`config.mk`:
```
export PLATFORM = sky130hd
export DESIGN_NAME = pio_ports
export DESIGN_NICKNAME = d
export VERILOG_FILES = /design/src/rtl/pio_pkg.sv /design/src/rtl/pio_hs_fsm.sv /design/src/rtl/pio_data_port.sv /design/src/rtl/pio_port_c.sv /design/src/rtl/pio_ports.sv
export SDC_FILE = /design/constraint.sdc
export NUM_CORES = 1
export LEC_CHECK = 0
export ABC_AREA = 1
export BUFFER_PORTS_ARGS = -buffer_cell sky130_fd_sc_hd__buf_2
export CORE_MARGIN = 2
export CORE_UTILIZATION = 35
export CTS_CLUSTER_DIAMETER = 30
export DETAILED_ROUTE_END_ITERATION = 10
export GPL_TIMING_DRIVEN = 0
export PLACE_DENSITY = 0.57
export SLEW_MARGIN = 20
export SYNTH_ARGS = -nofsm -noshare
export SYNTH_HDL_FRONTEND = slang
export SYNTH_SLANG_ARGS = --single-unit
```
`constraint.sdc`:
```
create_clock -name clk -period 5.3 [get_ports clk]
set_input_delay 0.795 -clock clk [delete_from_list [all_inputs] [get_ports clk]]
set_output_delay 0.795 -clock clk [all_outputs]
set_load 0.02 [all_outputs]
```
`src/rtl/pio_pkg.sv`:
```
package pio_pkg;

    localparam int PC_W   = 6;
    localparam int STAT_W = 6;
    localparam int NUM_HS = 2;

    typedef enum logic [1:0] {
        PC_ALL_IN  = 2'b00,
        PC_HS_A    = 2'b01,
        PC_HS_AB   = 2'b10,
        PC_ALL_OUT = 2'b11
    } pc_mode_e;

    typedef enum logic [2:0] {
        HS_IN_EMPTY,
        HS_IN_LOADING,
        HS_IN_FULL,
        HS_IN_FULL_IRQ,
        HS_OUT_READY_IRQ,
        HS_OUT_READY,
        HS_OUT_FULL,
        HS_OUT_ACK
    } hs_state_e;

    localparam logic [2:0] SEL_CTRL = 3'd0;
    localparam logic [2:0] SEL_A    = 3'd1;
    localparam logic [2:0] SEL_B    = 3'd2;
    localparam logic [2:0] SEL_C    = 3'd3;

endpackage

```
`src/rtl/pio_hs_fsm.sv`:
```
module pio_hs_fsm
    import pio_pkg::*;
(
    input  logic clk,
    input  logic rst,
    input  logic active,
    input  logic dir_out,
    input  logic int_en,
    input  logic stb_n,
    input  logic port_rd,
    input  logic port_wr,
    output logic buf_full,
    output logic int_req,
    output logic cap_en
);

    hs_state_e state_q, state_d, init_s;
    logic      stb_q, dir_q;
    logic      fall, rise;

    assign fall   = stb_q & ~stb_n;
    assign rise   = ~stb_q & stb_n;
    assign init_s = dir_out ? HS_OUT_READY_IRQ : HS_IN_EMPTY;

    always_comb begin
        state_d = state_q;
        if (!active || (dir_out != dir_q)) begin
            state_d = init_s;
        end else begin
            unique case (state_q)
                HS_IN_EMPTY:
                    if (fall) state_d = HS_IN_LOADING;
                HS_IN_LOADING:
                    if (rise) state_d = int_en ? HS_IN_FULL_IRQ : HS_IN_FULL;
                HS_IN_FULL, HS_IN_FULL_IRQ:
                    if (fall)         state_d = HS_IN_LOADING;
                    else if (port_rd) state_d = HS_IN_EMPTY;
                HS_OUT_READY_IRQ, HS_OUT_READY:
                    if (port_wr) state_d = HS_OUT_FULL;
                HS_OUT_FULL:
                    if (!port_wr && fall) state_d = HS_OUT_ACK;
                HS_OUT_ACK:
                    if (port_wr)   state_d = HS_OUT_FULL;
                    else if (rise) state_d = int_en ? HS_OUT_READY_IRQ : HS_OUT_READY;
                default:
                    state_d = init_s;
            endcase
        end
    end

    always_ff @(posedge clk) begin
        if (rst) begin
            state_q <= HS_IN_EMPTY;
            stb_q   <= 1'b1;
            dir_q   <= 1'b0;
        end else begin
            state_q <= state_d;
            stb_q   <= stb_n;
            dir_q   <= dir_out;
        end
    end

    always_comb begin
        buf_full = 1'b0;
        int_req  = 1'b0;
        unique case (state_q)
            HS_IN_LOADING, HS_IN_FULL, HS_OUT_FULL: buf_full = 1'b1;
            HS_IN_FULL_IRQ: begin
                buf_full = 1'b1;
                int_req  = 1'b1;
            end
            HS_OUT_READY_IRQ: int_req = 1'b1;
            default: ;
        endcase
        buf_full = buf_full & active;
        int_req  = int_req & active;
        cap_en   = active & ~dir_out & (state_d == HS_IN_LOADING)
                   & (state_q != HS_IN_LOADING);
    end

endmodule

```
`src/rtl/pio_data_port.sv`:
```
module pio_data_port #(
    parameter int W = 8
) (
    input  logic         clk,
    input  logic         rst,
    input  logic         dir_out,
    input  logic         strobed,
    input  logic         wr,
    input  logic [W-1:0] wdata,
    input  logic [W-1:0] pins_in,
    input  logic         cap_en,
    output logic [W-1:0] pins_out,
    output logic [W-1:0] pins_oe,
    output logic [W-1:0] rd_val
);

    logic [W-1:0] out_lat, in_lat;

    always_ff @(posedge clk) begin
        if (rst) begin
            out_lat <= '0;
            in_lat  <= '0;
        end else begin
            if (!dir_out)  out_lat <= '0;
            else if (wr)   out_lat <= wdata;
            if (cap_en)    in_lat  <= pins_in;
        end
    end

    assign pins_out = out_lat;
    assign pins_oe  = {W{dir_out}};

    always_comb begin
        if (dir_out)      rd_val = out_lat;
        else if (strobed) rd_val = in_lat;
        else              rd_val = pins_in;
    end

endmodule

```
`src/rtl/pio_port_c.sv`:
```
module pio_port_c
    import pio_pkg::*;
(
    input  logic            clk,
    input  logic            rst,
    input  pc_mode_e        mode,
    input  logic            wr,
    input  logic [PC_W-1:0] wdata,
    input  logic [PC_W-1:0] pins_in,
    input  logic [1:0]      hs_int,
    input  logic [1:0]      hs_full,
    output logic [PC_W-1:0] pins_out,
    output logic [PC_W-1:0] pins_oe,
    output logic [PC_W-1:0] rd_val
);

    logic [PC_W-1:0] lat;

    always_ff @(posedge clk) begin
        if (rst)                    lat <= '0;
        else if (mode == PC_ALL_IN) lat <= '0;
        else if (wr)                lat <= wdata;
    end

    always_comb begin
        unique case (mode)
            PC_ALL_IN: begin
                pins_oe  = 6'h00;
                pins_out = lat;
            end
            PC_ALL_OUT: begin
                pins_oe  = 6'h3F;
                pins_out = lat;
            end
            PC_HS_A: begin
                pins_oe  = 6'h3B;
                pins_out = {lat[5:3], 1'b0, hs_full[0], hs_int[0]};
            end
            PC_HS_AB: begin
                pins_oe  = 6'h1B;
                pins_out = {1'b0, hs_full[1], hs_int[1], 1'b0, hs_full[0], hs_int[0]};
            end
            default: begin
                pins_oe  = 6'h00;
                pins_out = lat;
            end
        endcase
        rd_val = (pins_out & pins_oe) | (pins_in & ~pins_oe);
    end

endmodule

```
`src/rtl/pio_ports.sv`:
```
module pio_ports
    import pio_pkg::*;
#(
    parameter int DATA_W = 8,
    parameter int ADDR_W = 3
) (
    input  logic              clk,
    input  logic              rst,
    input  logic              wr_en,
    input  logic              rd_en,
    input  logic [ADDR_W-1:0] addr,
    input  logic [DATA_W-1:0] wdata,
    output logic [DATA_W-1:0] rdata,
    input  logic [DATA_W-1:0] pa_in,
    output logic [DATA_W-1:0] pa_out,
    output logic [DATA_W-1:0] pa_oe,
    input  logic [DATA_W-1:0] pb_in,
    output logic [DATA_W-1:0] pb_out,
    output logic [DATA_W-1:0] pb_oe,
    input  logic [PC_W-1:0]   pc_in,
    output logic [PC_W-1:0]   pc_out,
    output logic [PC_W-1:0]   pc_oe,
    output logic [STAT_W-1:0] stat,
    output logic              irq_a,
    output logic              irq_b
);

    localparam int PAD_W = DATA_W - STAT_W;

    logic [DATA_W-1:0] cmd_q;
    pc_mode_e          pc_mode;
    logic [NUM_HS-1:0] hs_active, hs_dir, hs_ie, hs_stb, hs_rd, hs_wr;
    logic [NUM_HS-1:0] hs_full, hs_int, hs_cap;
    logic [NUM_HS-1:0][DATA_W-1:0] p_in, p_out, p_oe, p_rd;
    logic [PC_W-1:0]   pc_rd;

    always_ff @(posedge clk) begin
        if (rst)                                            cmd_q <= '0;
        else if (wr_en && (addr == ADDR_W'(SEL_CTRL)))      cmd_q <= wdata;
    end

    assign pc_mode      = pc_mode_e'(cmd_q[3:2]);
    assign hs_active[0] = (pc_mode == PC_HS_A) || (pc_mode == PC_HS_AB);
    assign hs_active[1] = (pc_mode == PC_HS_AB);
    assign hs_dir       = cmd_q[1:0];
    assign hs_ie        = cmd_q[5:4];
    assign hs_stb       = {pc_in[5], pc_in[2]};
    assign p_in         = {pb_in, pa_in};

    for (genvar i = 0; i < NUM_HS; i++) begin : g_port
        assign hs_rd[i] = rd_en && (addr == ADDR_W'(SEL_A + i));
        assign hs_wr[i] = wr_en && (addr == ADDR_W'(SEL_A + i));

        pio_hs_fsm u_fsm (
            .clk      (clk),
            .rst      (rst),
            .active   (hs_active[i]),
            .dir_out  (hs_dir[i]),
            .int_en   (hs_ie[i]),
            .stb_n    (hs_stb[i]),
            .port_rd  (hs_rd[i]),
            .port_wr  (hs_wr[i]),
            .buf_full (hs_full[i]),
            .int_req  (hs_int[i]),
            .cap_en   (hs_cap[i])
        );

        pio_data_port #(.W(DATA_W)) u_port (
            .clk      (clk),
            .rst      (rst),
            .dir_out  (hs_dir[i]),
            .strobed  (hs_active[i]),
            .wr       (hs_wr[i]),
            .wdata    (wdata),
            .pins_in  (p_in[i]),
            .cap_en   (hs_cap[i]),
            .pins_out (p_out[i]),
            .pins_oe  (p_oe[i]),
            .rd_val   (p_rd[i])
        );
    end

    pio_port_c u_pc (
        .clk      (clk),
        .rst      (rst),
        .mode     (pc_mode),
        .wr       (wr_en && (addr == ADDR_W'(SEL_C))),
        .wdata    (wdata[PC_W-1:0]),
        .pins_in  (pc_in),
        .hs_int   (hs_int),
        .hs_full  (hs_full),
        .pins_out (pc_out),
        .pins_oe  (pc_oe),
        .rd_val   (pc_rd)
    );

    assign pa_out = p_out[0];
    assign pa_oe  = p_oe[0];
    assign pb_out = p_out[1];
    assign pb_oe  = p_oe[1];
    assign stat   = {hs_ie[1], hs_full[1], hs_int[1], hs_ie[0], hs_full[0], hs_int[0]};
    assign irq_a  = hs_int[0];
    assign irq_b  = hs_int[1];

    always_comb begin
        unique case (addr)
            ADDR_W'(SEL_CTRL): rdata = {{PAD_W{1'b0}}, stat};
            ADDR_W'(SEL_A):    rdata = p_rd[0];
            ADDR_W'(SEL_B):    rdata = p_rd[1];
            ADDR_W'(SEL_C):    rdata = {{(DATA_W-PC_W){1'b0}}, pc_rd};
            default:           rdata = '0;
        endcase
    end

endmodule

```
* Word level (Yosys, flattened, before mapping) *
Cells that the tools add are included.

storage, ports and cells
  register bits after elaboration = 54
  input port bits = 37
  output and inout bits = 60
  word-level logic and storage cells = 130

operators by class
  equality and inequality tests = 26
  multiplexer cells = 37
  bitwise logic cells = 24
  reductions and logical operators = 31

operator list
  operator                                                number
  two-way mux 3 bit                                       20
  one-hot mux 3 bit (6 select lines)                      2
  two-way mux 8 bit                                       4
  one-hot mux 8 bit (4 select lines)                      1
  equality test 3 bit (second input constant)             8
  one-hot mux 6 bit (4 select lines)                      1
  OR reduction 2 bit                                      10
  equality test 3 x 2 -> 1 bit (second input constant)    6
  one-hot mux 6 bit (3 select lines)                      1
  equality test 3 x 1 -> 1 bit (second input constant)    5
  bitwise AND 1 bit                                       14
  bitwise AND 6 bit                                       2
  logical NOT 3 bit                                       3
  logical AND 1 bit                                       8
  two-way mux 1 bit                                       8
  OR reduction 4 bit                                      2
  inequality test 3 x 1 -> 1 bit (second input constant)  2
  NOT 1 bit                                               6
  NOT 6 bit                                               1
  OR 6 bit                                                1
  equality test 2 bit (second input constant)             2
  logical NOT 1 bit                                       4
  logical OR 1 bit                                        3
  equality test 2 x 1 -> 1 bit (second input constant)    1
  other kinds (2)                                         3

* Logic depth before layout (Yosys ltp) *
  word-level depth = 10
  mapped depth = 11
  mapped depth without buffers = 11

* Modules after synthesis *
A second synthesis with hierarchy kept.

second synthesis, totals
  cell total of the unflattened synthesis = 593
  area total of the unflattened synthesis = 3637.2 µm²

modules (own cells, without submodules)
  module         instances  cells each  area an instance (µm²)  sequential area each (µm²)
  pio_data_port  2          137         880.8                   320.3
  pio_hs_fsm     2          63          352.8                   100.1
  pio_ports      1          114         686.9                   120.1
  pio_port_c     1          79          483.0                   120.1

* Least setup slack after synthesis *
Ideal clock, no wire load.

  kind = flip-flop to output port
  from = register cmd_q[2]
  to = output port rdata[0]
  arrival time = 2.222 ns
  data required time = 4.505 ns
  setup slack = 2.283 ns
  stages on the path, launching flop included = 10
  path buffers = 1
  cells stage by stage = dfxtp_1 inv_1 ha_1 buf_2 inv_2 a211oi_2 o21ai_1 o21ai_0 nor2_1 o21ai_1

between the ends
  word-level cells in the longest chain between the ends = 7
  elaborated cells on any way between the ends = 18
  those cells by class = eq/ne: 3; mux: 7; bitwise: 5; reduce/logical: 3

ends and longest elaborated chain
  item                                                                        RTL line          source
  start: declaration                                                          pio_ports.sv:30   logic [DATA_W-1:0] cmd_q;
  start signal: assignment                                                    pio_ports.sv:39   else if (wr_en && (addr == ADDR_W'(SEL_CTRL))) cmd_q <= wdata;
  equality test 2 x 1 -> 1 bit / equality test 2 bit (equally long branches)  pio_ports.sv:43   assign hs_active[0] = (pc_mode == PC_HS_A) || (pc_mode == PC_HS_AB);
  logical OR 1 bit *                                                          pio_ports.sv:43
  bitwise AND 1 bit *                                                         pio_hs_fsm.sv:76  int_req = int_req & active;
  net irq_a                                                                   pio_ports.sv:24   output logic irq_a,
  one-hot mux 6 bit (3 select lines) *                                        pio_port_c.sv:26  unique case (mode)
  net pc_out[0]                                                               pio_ports.sv:21   output logic [PC_W-1:0] pc_out,
  bitwise AND 6 bit *                                                         pio_port_c.sv:48  rd_val = (pins_out & pins_oe) | (pins_in & ~pins_oe);
  OR 6 bit *                                                                  pio_port_c.sv:48
  one-hot mux 8 bit (4 select lines) *                                        pio_ports.sv:106  unique case (addr)
  end: declaration                                                            pio_ports.sv:13   output logic [DATA_W-1:0] rdata,

The timed path passes the listed nets; every way through them passes the cells marked *.

* Worst setup path after layout *
  from = register cmd_q[2]
  to = output port rdata[3]

between the ends
  word-level cells in the longest chain between the ends = 6
  elaborated cells on any way between the ends = 18
  those cells by class = eq/ne: 3; mux: 7; bitwise: 5; reduce/logical: 3

ends and longest elaborated chain
  item                                                                    RTL line
  equality test 2 bit (tied with other cells)                             pio_port_c.sv:26, pio_ports.sv:43, pio_ports.sv:44
  bitwise AND 1 bit (tied with other cells)                               pio_hs_fsm.sv:76
  one-hot mux 6 bit (3 select lines) / NOT 6 bit (equally long branches)  pio_port_c.sv:26, pio_port_c.sv:48
  bitwise AND 6 bit                                                       pio_port_c.sv:48
  OR 6 bit                                                                pio_port_c.sv:48
  one-hot mux 8 bit (4 select lines) *                                    pio_ports.sv:106

Mark *: on every way between the ends. The rest lies on a longest branch, timed or not.

==> flow_summary.json <==
{
  "startpoint_type": "register",
  "r2r-end": "g_port[0].u_port.in_lat[5]",
  "status": "complete, no violations",
  "layout_common_cells": "100 x buf_2, 81 x nand2_1, 72 x nor2_1",
  "final_common_cell": "buf_2",
  "top_level_ports": 97,
  "reg2reg_depth": 8,
  "syn-num-nets": 546,
  "dieArea_um2": 10400,
  "row_count": 35,
  "start_util_pct": 36.2,
  "multi_input_area_um2": 1770,
  "core_area_um2": 9280,
  "vias": 3581,
  "synth_seq_cells": 54,
  "fin_cells": 737,
  "cap_viol_max_count": 0,
  "timing.final.crit_share_pct": 63.8,
  "setup_slack_ps": 1920,
  "wirelength_mm": 10.3,
  "grt_pass1_vias": 3273,
  "fin_nets": 648,
  "final_hold_viol_count": 0,
  "critPathCaptureType": "output pin",
  "r2r_start": "cmd_q[2]",
  "clk_pin_slew_worst_paths_ps": 110,
  "setup_viol": 0,
  "finalPower_uw": 817,
  "die_x_um": 102,
  "io_buffers": 95,
  "syn2layout_area_growth_pct": 21.8,
  "syn_inst": 505,
  "placedCellCount": 729,
  "gp_congestion": 0.891,
  "fp.dieH_um": 102,
  "hold_class": "reg -> reg",
  "drtIter0Drc": 160,
  "firstDrtPassIters": 4,
  "ys_types": 35,
  "cts_resized": 0,
  "drc_errors": 0,
  "dpl.hpwl_mm": 8.17,
  "globalRouteTotalUtil_pct": 20.0,
  "insertion_delay_ps": 320,
  "grt_first_pass_wirelength_mm": 16.3,
  "arrival_ps": 2580,
  "slew_violations": 0,
  "seq_area_um2": 1080,
  "cellPowerDensity_nw_per_um2": 200,
  "post_cts_buffers": 0,
  "drive_gt1_share_pct": 29.3,
  "cts_buffers": 5,
  "ir_worst_vdd_mv": 0.133,
  "cts_sinks": 54,
  "cts_tree": "done",
  "cellLeakagePower_uw": 0.00205,
  "critPathKind": "reg -> out",
  "worstSetupStartpoint": "cmd_q[2]",
  "via_per_inst": 4.86,
  "wire_per_inst_um": 13.9,
  "reg2reg_slack_ps": 3390,
  "worst_slew_pin_slew_ps": 679,
  "syn_area_um2": 3360,
  "grt_max_degree": 20,
  "clock-skew-final_ps": 9.59,
  "rsz0062_at_grt": "no",
  "grt_antenna_before_repair": 0,
  "dp_slack_ps": 2240,
  "fmax_mhz": 296,
  "fillers": 1029,
  "clockRootBuffer": "clkbuf_8",
  "min_period_ps": 3380,
  "holdPathEnd": "u_pc.lat[4]",
  "worstHoldStart": "u_pc.lat[4]",
  "htree_levels": 2,
  "yosysWarningCount": 0,
  "antennaDiodeCount": 0,
  "grt_overflow_total": 0,
  "drtAntennaViolNets": 0,
  "postCtsHoldBufs": 0,
  "crit_fanout": 10,
  "synth_area_per_cell_um2": 6.66,
  "whs_ps": 460,
  "slew_headroom_pct": 54.8,
  "ys_seq_area_share_pct": 32.1,
  "tns_ps": 0,
  "clk_path_buf_depth": 2,
  "cp_data_required_time_ps": 4510,
  "min_path_cells": 2
}
[through the flow]
| step | utilization [%] | area [µm²] |
|---|---|---|
| 2_1_floorplan | - | 3360 |
| 6_report | 44.1 | 4100 |
| 3_3_place_gp | 43.1 | 4000 |
| 3_5_place_dp | 43.1 | 4000 |
| 5_1_grt | 44.1 | 4100 |
| 4_1_cts | 44.1 | 4100 |
[final cells by class]
type | instances | share of cell area (%)
plain buffers | 39 | 6.20
clock buffers | 5 | 1.68
clock inverters | 3 | 0.642
inverters | 68 | 6.36
multi-input cells | 344 | 43.2
flip-flops and latches | 54 | 26.4
well taps | 129 | 3.94
repair buffers | 95 | 11.6
[registers in the layout, summed over array words and instances (netlist names)]
name	cells
g_port.u_port.in_lat	16
g_port.u_port.pins_out	16
u_pc.lat	6
g_port.u_fsm.dir_q	2
cmd_q	6
g_port.u_fsm.state_q	6
g_port.u_fsm.stb_q	2
[logic make-up (layout without fill, tap and decap cells)]
| family | after synthesis | in the layout | share of synthesized area, % |
|---|---|---|---|
| mux | 2 | 2 | 0.595 |
| simple gates | 212 | 212 | 29.6 |
| compound gates | 126 | 126 | 20.9 |
| flops | 54 | 54 | 32.1 |
| fa+ha+maj | 4 | 4 | 1.49 |
| buf+inv | 107 | 210 | 15.3 |
[power breakdown]
part | switching [µW] | internal [µW]
Clock | 157 | 98.8
Combinational | 95.8 | 50.3
Sequential | 4.98 | 410
[synthesized netlist by cell type, drive strengths merged]
cell / count / area [µm²]
a211oi: 5 / 42.5
a21oi: 37 / 208
a22oi: 1 / 7.51
buf: 32 / 228
clkbuf: 7 / 26.3
clkinv: 1 / 8.76
dfxtp: 54 / 1080
ha: 4 / 50.1
inv: 67 / 252
mux2i: 2 / 20.0
nand2: 85 / 344
nand3: 22 / 138
nand4: 10 / 62.6
nor2: 94 / 435
nor3: 1 / 16.3
o2111ai: 4 / 35.0
o211ai: 1 / 7.51
o21ai: 73 / 365
o221ai: 1 / 8.76
o22ai: 3 / 18.8
o32ai: 1 / 8.76
[critical path: stages, from the launching register on]
cell and delay, ps:
dfxtp_1 380, inv_1 90, ha_1 300, buf_2 240, clkbuf_1 360, o21ai_0 170, o21ai_0 330, o2111ai_1 210
buf_2 200
[worst max-delay path by stage]
| stage | depth (start not counted) | end | slack (ps) |
|---|---|---|---|
| final | 8 | rdata[3] | 1920 |
| after global routing | 8 | rdata[3] | 1770 |
| after CTS | 8 | rdata[3] | 1880 |
| after detailed placement | 8 | rdata[3] | 2240 |
| after global placement | 8 | rdata[3] | 2270 |
| after floorplan | 9 | rdata[0] | 2280 |
[metal layers]
layer / GRT usage (%) / part of all wire (%) / up-vias
met4: 3.79 / 1.1 / 0
met1: 28.3 / 48 / 1651
li1: - / - / 1824
met2: 33.4 / 46 / 100
met3: 2.26 / 4.6 / 6
met5: 0 / 0 / -
Note: power is estimated with default switching activity, not from simulation.
